--- src/rtl/sio_pkg.sv ---
package sio_pkg;
  typedef enum logic [1:0] {
    MODE_OFF  = 2'b00,
    MODE_RSV1 = 2'b01,
    MODE_TRX  = 2'b10,
    MODE_RSV3 = 2'b11
  } sio_mode_e;

  typedef struct packed {
    logic fall;
    logic rise;
  } sck_evt_t;
endpackage

--- src/rtl/sio_sck_gen.sv ---
module sio_sck_gen #(
  parameter int DIV_W = 8
) (
  input  logic                clk,
  input  logic                rst_n,
  input  logic                ext_sel,
  input  logic                run,
  input  logic [DIV_W-1:0]    half_div,
  input  logic                sck_pin,
  output logic                sck_int,
  output sio_pkg::sck_evt_t   evt
);
  logic [DIV_W-1:0] cnt_q, cnt_d;
  logic             sck_q, sck_d;
  logic [2:0]       sync_q, sync_d;
  logic             tick;

  always_comb begin
    tick   = run && !ext_sel && (cnt_q == half_div);
    cnt_d  = cnt_q;
    sck_d  = sck_q;
    sync_d = {sync_q[1:0], sck_pin};
    if (ext_sel) begin
      cnt_d = '0;
      sck_d = 1'b1;
    end else if (tick) begin
      cnt_d = '0;
      sck_d = ~sck_q;
    end else if (run) begin
      cnt_d = cnt_q + DIV_W'(1);
    end else begin
      cnt_d = '0;
    end
    evt.fall = ext_sel ? (sync_q[2] & ~sync_q[1]) : (tick & sck_q);
    evt.rise = ext_sel ? (~sync_q[2] & sync_q[1]) : (tick & ~sck_q);
  end

  always_ff @(posedge clk or negedge rst_n) begin
    if (!rst_n) begin
      cnt_q  <= '0;
      sck_q  <= 1'b1;
      sync_q <= 3'b111;
    end else begin
      cnt_q  <= cnt_d;
      sck_q  <= sck_d;
      sync_q <= sync_d;
    end
  end

  assign sck_int = sck_q;
endmodule

--- src/rtl/sio_shifter.sv ---
module sio_shifter #(
  parameter int W = 8
) (
  input  logic              clk,
  input  logic              rst_n,
  input  sio_pkg::sck_evt_t evt,
  input  logic              lsb_first,
  input  logic              ready,
  input  logic [W-1:0]      load_word,
  input  logic              sdi_pin,
  output logic              sdo,
  output logic              active,
  output logic              load,
  output logic              done,
  output logic [W-1:0]      rx_word
);
  localparam int CW = $clog2(W + 1);
  localparam int RW = $clog2(W);

  logic [W-1:0]  tx_q, tx_d, rx_q, rx_d;
  logic [CW-1:0] fcnt_q, fcnt_d;
  logic [RW-1:0] rcnt_q, rcnt_d;
  logic          sdo_q, sdo_d;
  logic [1:0]    sdi_sync_q;

  always_comb begin
    active  = (fcnt_q != '0);
    load    = evt.fall && !active && ready;
    done    = evt.rise && active && (rcnt_q == RW'(W - 1));
    rx_word = lsb_first ? {sdi_sync_q[1], rx_q[W-1:1]} : {rx_q[W-2:0], sdi_sync_q[1]};
    tx_d    = tx_q;
    rx_d    = rx_q;
    fcnt_d  = fcnt_q;
    rcnt_d  = rcnt_q;
    sdo_d   = sdo_q;
    if (load) begin
      sdo_d  = lsb_first ? load_word[0] : load_word[W-1];
      tx_d   = lsb_first ? {1'b0, load_word[W-1:1]} : {load_word[W-2:0], 1'b0};
      fcnt_d = CW'(1);
    end else if (evt.fall && active && (fcnt_q != CW'(W))) begin
      sdo_d  = lsb_first ? tx_q[0] : tx_q[W-1];
      tx_d   = lsb_first ? {1'b0, tx_q[W-1:1]} : {tx_q[W-2:0], 1'b0};
      fcnt_d = fcnt_q + CW'(1);
    end
    if (evt.rise && active) begin
      rx_d = rx_word;
      if (done) begin
        rcnt_d = '0;
        fcnt_d = '0;
      end else begin
        rcnt_d = rcnt_q + RW'(1);
      end
    end
  end

  always_ff @(posedge clk or negedge rst_n) begin
    if (!rst_n) begin
      tx_q       <= '0;
      rx_q       <= '0;
      fcnt_q     <= '0;
      rcnt_q     <= '0;
      sdo_q      <= 1'b1;
      sdi_sync_q <= 2'b00;
    end else begin
      tx_q       <= tx_d;
      rx_q       <= rx_d;
      fcnt_q     <= fcnt_d;
      rcnt_q     <= rcnt_d;
      sdo_q      <= sdo_d;
      sdi_sync_q <= {sdi_sync_q[0], sdi_pin};
    end
  end

  assign sdo = sdo_q;
endmodule

--- src/rtl/sio_xcvr.sv ---
module sio_xcvr #(
  parameter int DIV_W  = 8,
  parameter int DATA_W = 8
) (
  input  logic              clk,
  input  logic              rst_n,
  input  logic              ctrl_we,
  input  logic [1:0]        ctrl_mode,
  input  logic              ctrl_ext_clk,
  input  logic              ctrl_lsb_first,
  input  logic              ctrl_start,
  input  logic [DIV_W-1:0]  sck_div,
  input  logic              tx_we,
  input  logic [DATA_W-1:0] tx_data,
  input  logic              rx_rd,
  output logic [DATA_W-1:0] rx_data,
  input  logic              err_clr,
  output logic              st_busy,
  output logic              st_shifting,
  output logic              st_tx_empty,
  output logic              st_rx_full,
  output logic              st_rx_err,
  output logic              irq,
  input  logic              sck_i,
  output logic              sck_o,
  output logic              sck_oe,
  output logic              sdo,
  input  logic              sdi
);
  import sio_pkg::*;

  logic [1:0]        rst_sync_q;
  logic              rst_int_n;
  sio_mode_e         mode_q, mode_d;
  logic              ext_q, ext_d, lsb_q, lsb_d, start_q, start_d;
  logic [DATA_W-1:0] txbuf_q, txbuf_d, rxbuf_q, rxbuf_d, rx_word;
  logic              tx_empty_q, tx_empty_d, load_pend_q, load_pend_d;
  logic              rx_full_q, rx_full_d, rx_err_q, rx_err_d;
  logic              busy_q, busy_d, irq_q, irq_d;
  logic              ready, run, active, load, done, sck_int;
  sck_evt_t          evt;

  always_ff @(posedge clk or negedge rst_n) begin
    if (!rst_n) rst_sync_q <= 2'b00;
    else        rst_sync_q <= {rst_sync_q[0], 1'b1};
  end
  assign rst_int_n = rst_sync_q[1];

  assign ready = start_q && (mode_q == MODE_TRX) && !tx_empty_q;
  assign run   = active || ready;

  sio_sck_gen #(.DIV_W(DIV_W)) u_sck (
    .clk(clk), .rst_n(rst_int_n), .ext_sel(ext_q), .run(run),
    .half_div(sck_div), .sck_pin(sck_i), .sck_int(sck_int), .evt(evt)
  );

  sio_shifter #(.W(DATA_W)) u_shift (
    .clk(clk), .rst_n(rst_int_n), .evt(evt), .lsb_first(lsb_q), .ready(ready),
    .load_word(txbuf_q), .sdi_pin(sdi), .sdo(sdo), .active(active),
    .load(load), .done(done), .rx_word(rx_word)
  );

  always_comb begin
    mode_d      = mode_q;
    ext_d       = ext_q;
    lsb_d       = lsb_q;
    start_d     = start_q;
    txbuf_d     = txbuf_q;
    tx_empty_d  = tx_empty_q;
    load_pend_d = load_pend_q;
    rxbuf_d     = rxbuf_q;
    rx_full_d   = rx_full_q;
    rx_err_d    = rx_err_q;
    busy_d      = busy_q;
    irq_d       = 1'b0;
    if (ctrl_we) begin
      mode_d  = sio_mode_e'(ctrl_mode);
      ext_d   = ctrl_ext_clk;
      lsb_d   = ctrl_lsb_first;
      start_d = ctrl_start;
    end
    if (load) begin
      load_pend_d = 1'b1;
      busy_d      = 1'b1;
    end
    if (evt.rise && load_pend_q) begin
      load_pend_d = 1'b0;
      tx_empty_d  = 1'b1;
    end
    if (tx_we) begin
      txbuf_d     = tx_data;
      tx_empty_d  = 1'b0;
      load_pend_d = 1'b0;
    end
    if (rx_rd)   rx_full_d = 1'b0;
    if (err_clr) rx_err_d  = 1'b0;
    if (done) begin
      if (!start_q) busy_d = 1'b0;
      if (!rx_err_q) begin
        if (rx_full_q) begin
          rx_err_d = 1'b1;
        end else begin
          rxbuf_d   = rx_word;
          rx_full_d = 1'b1;
          irq_d     = 1'b1;
        end
      end
    end
  end

  always_ff @(posedge clk or negedge rst_int_n) begin
    if (!rst_int_n) begin
      mode_q      <= MODE_OFF;
      ext_q       <= 1'b0;
      lsb_q       <= 1'b0;
      start_q     <= 1'b0;
      txbuf_q     <= '0;
      tx_empty_q  <= 1'b1;
      load_pend_q <= 1'b0;
      rxbuf_q     <= '0;
      rx_full_q   <= 1'b0;
      rx_err_q    <= 1'b0;
      busy_q      <= 1'b0;
      irq_q       <= 1'b0;
    end else begin
      mode_q      <= mode_d;
      ext_q       <= ext_d;
      lsb_q       <= lsb_d;
      start_q     <= start_d;
      txbuf_q     <= txbuf_d;
      tx_empty_q  <= tx_empty_d;
      load_pend_q <= load_pend_d;
      rxbuf_q     <= rxbuf_d;
      rx_full_q   <= rx_full_d;
      rx_err_q    <= rx_err_d;
      busy_q      <= busy_d;
      irq_q       <= irq_d;
    end
  end

  assign rx_data     = rxbuf_q;
  assign st_busy     = busy_q;
  assign st_shifting = active;
  assign st_tx_empty = tx_empty_q;
  assign st_rx_full  = rx_full_q;
  assign st_rx_err   = rx_err_q;
  assign irq         = irq_q;
  assign sck_o       = sck_int;
  assign sck_oe      = !ext_q;
endmodule

--- config.mk ---
export PLATFORM = sky130hd
export DESIGN_NAME = sio_xcvr
export DESIGN_NICKNAME = d
export VERILOG_FILES = /design/src/rtl/sio_pkg.sv /design/src/rtl/sio_sck_gen.sv /design/src/rtl/sio_shifter.sv /design/src/rtl/sio_xcvr.sv
export SDC_FILE = /design/constraint.sdc
export NUM_CORES = 1
export LEC_CHECK = 0
export BUFFER_PORTS_ARGS = -buffer_cell sky130_fd_sc_hd__buf_2
export CAP_MARGIN = 20
export CORE_MARGIN = 2
export CORE_UTILIZATION = 50
export CTS_CLUSTER_SIZE = 30
export DETAILED_ROUTE_END_ITERATION = 8
export HOLD_SLACK_MARGIN = 0.06
export PLACE_DENSITY = 0.75
export SYNTH_ARGS = -nofsm -noshare
export SYNTH_HDL_FRONTEND = slang
export SYNTH_SLANG_ARGS = --single-unit
--- constraint.sdc ---
create_clock -name clk -period 3.5 [get_ports clk]
set_input_delay 0.175 -clock clk [delete_from_list [all_inputs] [get_ports clk]]
set_output_delay 0.175 -clock clk [all_outputs]
set_load 0.03 [all_outputs]
==> flow_summary.ini, run 1 <==
[sta]
fin_crit_ns = 2.401
tightest_slew_ns = 0.8738
fin_setup_tns_ns = 0
postLayoutSetupSlackWorst_ns = 1.099
setup_violations = 0
rsz0062_at_grt = no
timing.final.crit_share_pct = 68.60
max_freq_mhz = 416.5
final_max_slew_viol_count = 0
hold_viol = 0
relSlewSlack_pct = 41.25
skew_ns = 0.006975

[finish]
ff_latch_area_um2 = 1685
final_area_um2 = 3816
diodes = 0
drive_gt1_share_pct = 36.02
layout.cells.non_filler = 397
fillers = 477
fin_nets = 351
multiInputGateArea_um2 = 1376
syn_to_final_growth_pct = 21.08

[placed_design]
dp_slack_ns = 1.092
dpl.cell_count = 366
io_buffer_count = 45
place.detailed.hpwl_um = 3986
place_congestion = 0.8332
post_dp_cell_area_um2 = 3445

[floorplanning]
pin_count = 46
die_area_um2 = 6955
initial_core_util_pct = 52.61
fp-row-count = 28
die_y_um = 83.40
coreArea_um2 = 5991
die_w_um = 83.40

[clock_tree]
clock_sinks = 67
post_cts.repair.setup_buffers = 0
h-tree-depth = 3
ctsResizeCount = 0
clockBufferDepth = 2
numCtsBuffers = 9
clock_latency_ns = 0.34
cts_tree = built
ctsHoldBuffers = 13
clkTransAtPathRegs_ns = 0.07
root_buffer = clkbuf_8

[global_route]
grt_pass1_vias = 2225
grt_pass1_wl_um = 10300
grtUsageMet2_pct = 30.06
grtUsageTotal_pct = 18.58
grt_max_degree = 51
grt.overflow.total = 0
antenna_found_initial = 0
met3_usage_pct = 5.268
grt_use_met1_pct = 23.69
top_usage_layer = met2

[synthesis]
synth_area_um2 = 3152
yosys_warnings = 0
synth_ff_type = dfrtp_1
synth_common_cells = 61 x dfrtp_1, 38 x mux2_2, 15 x nor2_1
ys_seq_elements = 67
synth_area_leaders = dfrtp_1 48%, mux2_2 14%, dfstp_2 5.0%
seq_area_frac_synth_pct = 53.43
syn_nets = 288
synth.most_common_cell = dfrtp_1
async_flop_share_pct = 100.0
netlist_instances = 254
synth_top_area_share_pct = 48.43
avgSynthCellArea_um2 = 12.41
ys_types = 43
yosysTopAreaCell = dfrtp_1
synth-edff-count = 0

[detailed_routing]
vias_per_cell = 5.348
drt-initial-drc-count = 104
drc = 0
drt.antenna.violating_nets = 0
routed_wl_um = 5887
avgRoutedWirePerCell_um = 14.83
dr.pass1.iters = 4
vias = 2123

[setup_path]
reg2reg_depth = 5
slowest_stage = a21oi_2
worstSetupStartpoint = u_sck.cnt_q[0]
rrSetupSlack_ns = 1.10
crit_chain = xor2_1 > nor3_1 > nand4b_4 > a21oi_2 > mux2_2
r2r_start = u_sck.cnt_q[0]
critical_path_class = flip-flop to flip-flop
cp_max_fo = 17
slowest_delay_ns = 0.69
reg2reg_to = u_shift.rcnt_q[2]
crit_path_start_kind = flip-flop
cp.required_ns = 3.72
cp.arrival_ns = 2.62
end_kind = flip-flop

[power]
p_leak_nw = 1.837
powerDensity_nw_per_um2 = 594.6
vdd_ir_drop_max_mv = 0.3699
p_total_mw = 2.269

[worst_hold_path]
whs_path_depth = 2
min_to = txbuf_q[1]
hold_class = input pin to flip-flop
min-delay-start = tx_data[1]

[run_status]
status = completed

[flow_run]
cap_violations = 0
## report_power, final
part           switching, mW  internal, mW  leakage [nW]
Combinational          0.316         0.294         0.896
Sequential             0.124         0.913         0.841
Clock                  0.292         0.330         0.100
Total                  0.732          1.54          1.84
## metal layers
| layer | share of wire, % | vias up |
|---|---|---|
| li1 | - | 1034 |
| met1 | 45 | 1026 |
| met2 | 49 | 55 |
| met3 | 4.8 | 8 |
| met4 | 1.2 | 0 |
| met5 | 0 | - |
## critical path: cells and delay by family (launching register included)
family / cells / cell delay (ns)
mux: 1 / 0.42
xor+xnor: 1 / 0.19
flops: 1 / 0.44
compound gates: 1 / 0.69
simple gates: 2 / 0.54
## final cells by class
class | count | area share, %
Clock inverter | 6 | 1.738
Inverter | 11 | 1.082
Sequential cell | 67 | 44.16
Multi-Input combinational cell | 165 | 36.07
Timing Repair Buffer | 63 | 11.15
Tap cell | 75 | 2.459
Clock buffer | 10 | 3.344
## kinds of logic (layout without fill, tap and decap cells)
logic type	Yosys count	after routing	share of synthesized area (%)
muxes	52	52	18.02
buffers and inverters	22	90	2.898
DFF	67	67	53.43
other	1	1	0.1190
xor gates and xnor gates	15	15	4.168
AOI/OAI and AO/OA	41	41	9.965
adders and majority gates	5	5	1.985
and+or+nand+nor	51	51	9.408
## worst max path at each step
| stage | to | depth (start not counted) |
|---|---|---|
| after global placement | u_shift.rx_q[7] | 5 |
| final | u_shift.rcnt_q[2] | 5 |
| after CTS | u_shift.rcnt_q[2] | 5 |
| after floorplan | u_shift.rcnt_q[0] | 6 |
| after global routing | u_shift.rcnt_q[1] | 5 |
| after detailed placement | u_shift.rcnt_q[2] | 5 |
## state kept, by name (all words and copies together) (netlist names), 2 cells and up
name,count
rx_data,8
txbuf_q,8
u_sck.cnt_q,8
u_shift.rx_q,8
u_shift.tx_q,8
u_shift.fcnt_q,4
u_sck.sync_q,3
u_shift.rcnt_q,3
mode_q,2
rst_sync_q,2
u_shift.sdi_sync_q,2
## cell usage in the layout, fill, tap and decap left out, types with 2 or more instances in the layout
| master | instances |
|---|---|
| nor3_1 | 3 |
| mux2i_1 | 14 |
| dfstp_2 | 6 |
| mux2_2 | 38 |
| nand2b_1 | 2 |
| inv_1 | 11 |
| clkinv_4 | 3 |
| or3_1 | 2 |
| a32oi_1 | 2 |
| a22oi_1 | 9 |
| o22a_1 | 7 |
| clkbuf_8 | 9 |
| nor2b_1 | 4 |
| ha_1 | 5 |
| dfrtp_1 | 60 |
| dlygate4sd3_1 | 13 |
| xor2_1 | 14 |
| buf_4 | 3 |
| o31ai_1 | 2 |
| o21ai_0 | 10 |
| nand3b_1 | 2 |
| nor3b_1 | 2 |
| nor2_1 | 15 |
| nand2_1 | 7 |
| a22o_1 | 2 |
| a221oi_1 | 2 |
| buf_2 | 45 |
| clkinv_2 | 2 |
| nand3_1 | 6 |
| and3_1 | 2 |
## per-stage QoR
stage | utilization (%) | hold slack [ns]
after floorplan | - | -0.1206
after global placement | 57.50 | -0.03967
after detailed placement | 57.50 | -0.03791
after CTS | 62.91 | 0.06048
after global routing | 63.70 | 0.06301
final | 63.70 | 0.06581
(Power assumes the default switching activity.)
==> run 2: changes to the inputs <==
==> constraint.sdc (replaced) <==
create_clock -name clk -period 2.5 [get_ports clk]
set_input_delay 0.125 -clock clk [delete_from_list [all_inputs] [get_ports clk]]
set_output_delay 0.125 -clock clk [all_outputs]
set_load 0.03 [all_outputs]
==> run 2 against run 1 <==
Sequential cell count unchanged. Hold slack better by 0.0047 ns. Cell count up 2.5%. Critical path depth up 1. Via count up 4.3%. Clock power up 41%. Critical endpoint is now u_shift.tx_q[4].
==> flow_summary.ini, run 2 (synthesis gave the netlist of run 1 again) <==
[run_status]
status = completed

[sta]
fin_crit_ns = 2.239
hold_viol = 0
tightest_slew_ns = 0.8929
final_max_slew_viol_count = 0
max_freq_mhz = 446.6
skew_ns = 0.009720
setup_violations = 0
rsz0062_at_grt = no
fin_setup_tns_ns = 0
relSlewSlack_pct = 40.48
timing.final.crit_share_pct = 89.57

[clock_tree]
clkTransAtPathRegs_ns = 0.07
ctsResizeCount = 0
root_buffer = clkbuf_8
clock_sinks = 67
numCtsBuffers = 9
clock_latency_ns = 0.34
clockBufferDepth = 2
h-tree-depth = 3
post_cts.repair.setup_buffers = 0
cts_tree = built

[worst_hold_path]
whs_path_depth = 3
hold_class = input pin to flip-flop

[global_route]
grt_max_degree = 37
grtUsageTotal_pct = 19.45
grt.overflow.total = 0
antenna_found_initial = 0
grt_pass1_wl_um = 10760
grt_pass1_vias = 2412

[finish]
diodes = 0
final_common_cell = dfrtp_1
final_util_pct = 64.83
final_area_um2 = 3884
final_cell_mix = 60 x dfrtp_1, 45 x buf_2, 38 x mux2_2, 18 x dlygate4sd3_1, 15 x nor2_1
fin_nets = 361
syn_to_final_growth_pct = 23.22
ff_latch_area_um2 = 1685
multiInputGateArea_um2 = 1376
drive_gt1_share_pct = 36.45
fillers = 462

[detailed_routing]
routed_wl_um = 6071
dr.pass1.iters = 4
drc = 0
drt-initial-drc-count = 172
vias_per_cell = 5.442
avgRoutedWirePerCell_um = 14.92
vias = 2215
drt.antenna.violating_nets = 0

[placed_design]
post_dp_cell_area_um2 = 3510
io_buffer_count = 45
place_congestion = 0.8122
place.detailed.hpwl_um = 4245

[setup_path]
cp_max_fo = 11
cp.arrival_ns = 2.52
critical_path_class = flip-flop to flip-flop
cp.required_ns = 2.78
reg2reg_depth = 6
end_kind = flip-flop
crit_path_start_kind = flip-flop

[floorplanning]
coreArea_um2 = 5991
die_y_um = 83.40
initial_core_util_pct = 52.61
fp-row-count = 28
die_area_um2 = 6955
die_w_um = 83.40
pin_count = 46

[flow_run]
cap_violations = 0

[power]
powerDensity_nw_per_um2 = 834.3
p_leak_nw = 1.874
vdd_ir_drop_max_mv = 0.5906
p_total_mw = 3.240
==> run 2: cell types whose count changed in the layout (fill, tap and decap cells not counted), sizes merged <==
| cell | previous run | this run |
|---|---|---|
| buf | 50 | 55 |
| dlygate4sd3 | 13 | 18 |
| clkinv | 5 | 3 |
| clkbuf | 10 | 11 |
| clkinvlp | 0 | 1 |
==> run 2: final cells by class <==
type,instances,area share (%)
Inverter,11,1.063
Clock buffer,11,3.640
Multi-Input combinational cell,165,35.44
Timing Repair Buffer,73,12.69
Tap cell,75,2.416
Sequential cell,67,43.40
Clock inverter,5,1.353
==> run 2: metrics by stage <==
stage	setup slack (ns)	hold slack (ns)	instances
finish	0.2608	0.07053	407
global route	0.03718	0.06633	407
CTS	0.2442	0.06122	407
detailed placement	0.2635	-0.08824	373
global placement	0.3250	-0.08929	373
floorplan	0.4389	-0.1706	254
==> run 2: worst paths after layout <==
| check | start | end | slack [ns] |
|---|---|---|---|
| setup reg to reg | u_sck.cnt_q[7] | u_shift.tx_q[4] | 0.26 |
| hold reg to reg | rst_sync_q[1] | lsb_q | 0.31 |
| max in group asynchronous | rst_sync_q[1] | u_shift.sdo | 1.50 |
| setup / recovery | u_sck.cnt_q[7] | u_shift.tx_q[4] | 0.26 |
| hold / removal | rx_rd | st_rx_full | 0.07 |
| min in group asynchronous | rst_n | rst_sync_q[1] | 0.11 |
==> run 2: what timing repair did <==
item | 4_1_cts | 5_1_grt
setup endpoints to repair | 0 | 0
hold endpoints to repair | 17 | 0
hold buffers | 18 | 0
==> run 2: power breakdown <==
| part | switching, mW | internal, mW |
|---|---|---|
| clock network | 0.393 | 0.483 |
| registers | 0.174 | 1.28 |
| logic | 0.454 | 0.458 |
| total | 1.02 | 2.22 |
==> run 2: critical path, stage by stage, from the launching register on <==
cell	delay (ns)
dfrtp_1	0.40
xor2_1	0.17
nor4_4	0.43
a41oi_1	0.29
buf_4	0.26
nor2_1	0.40
o22a_1	0.22
==> run 2: layer usage <==
| layer | wire length [um] | up-vias | global-route usage [%] | part of all wire (%) |
|---|---|---|---|---|
| li1 | - | 1055 | - | - |
| met1 | 2664 | 1092 | 23.18 | 44 |
| met2 | 3092 | 59 | 32.92 | 51 |
| met3 | 251 | 9 | 7.654 | 4.1 |
| met4 | 63 | 0 | 5.067 | 1.0 |
| met5 | 0 | - | 0 | 0 |
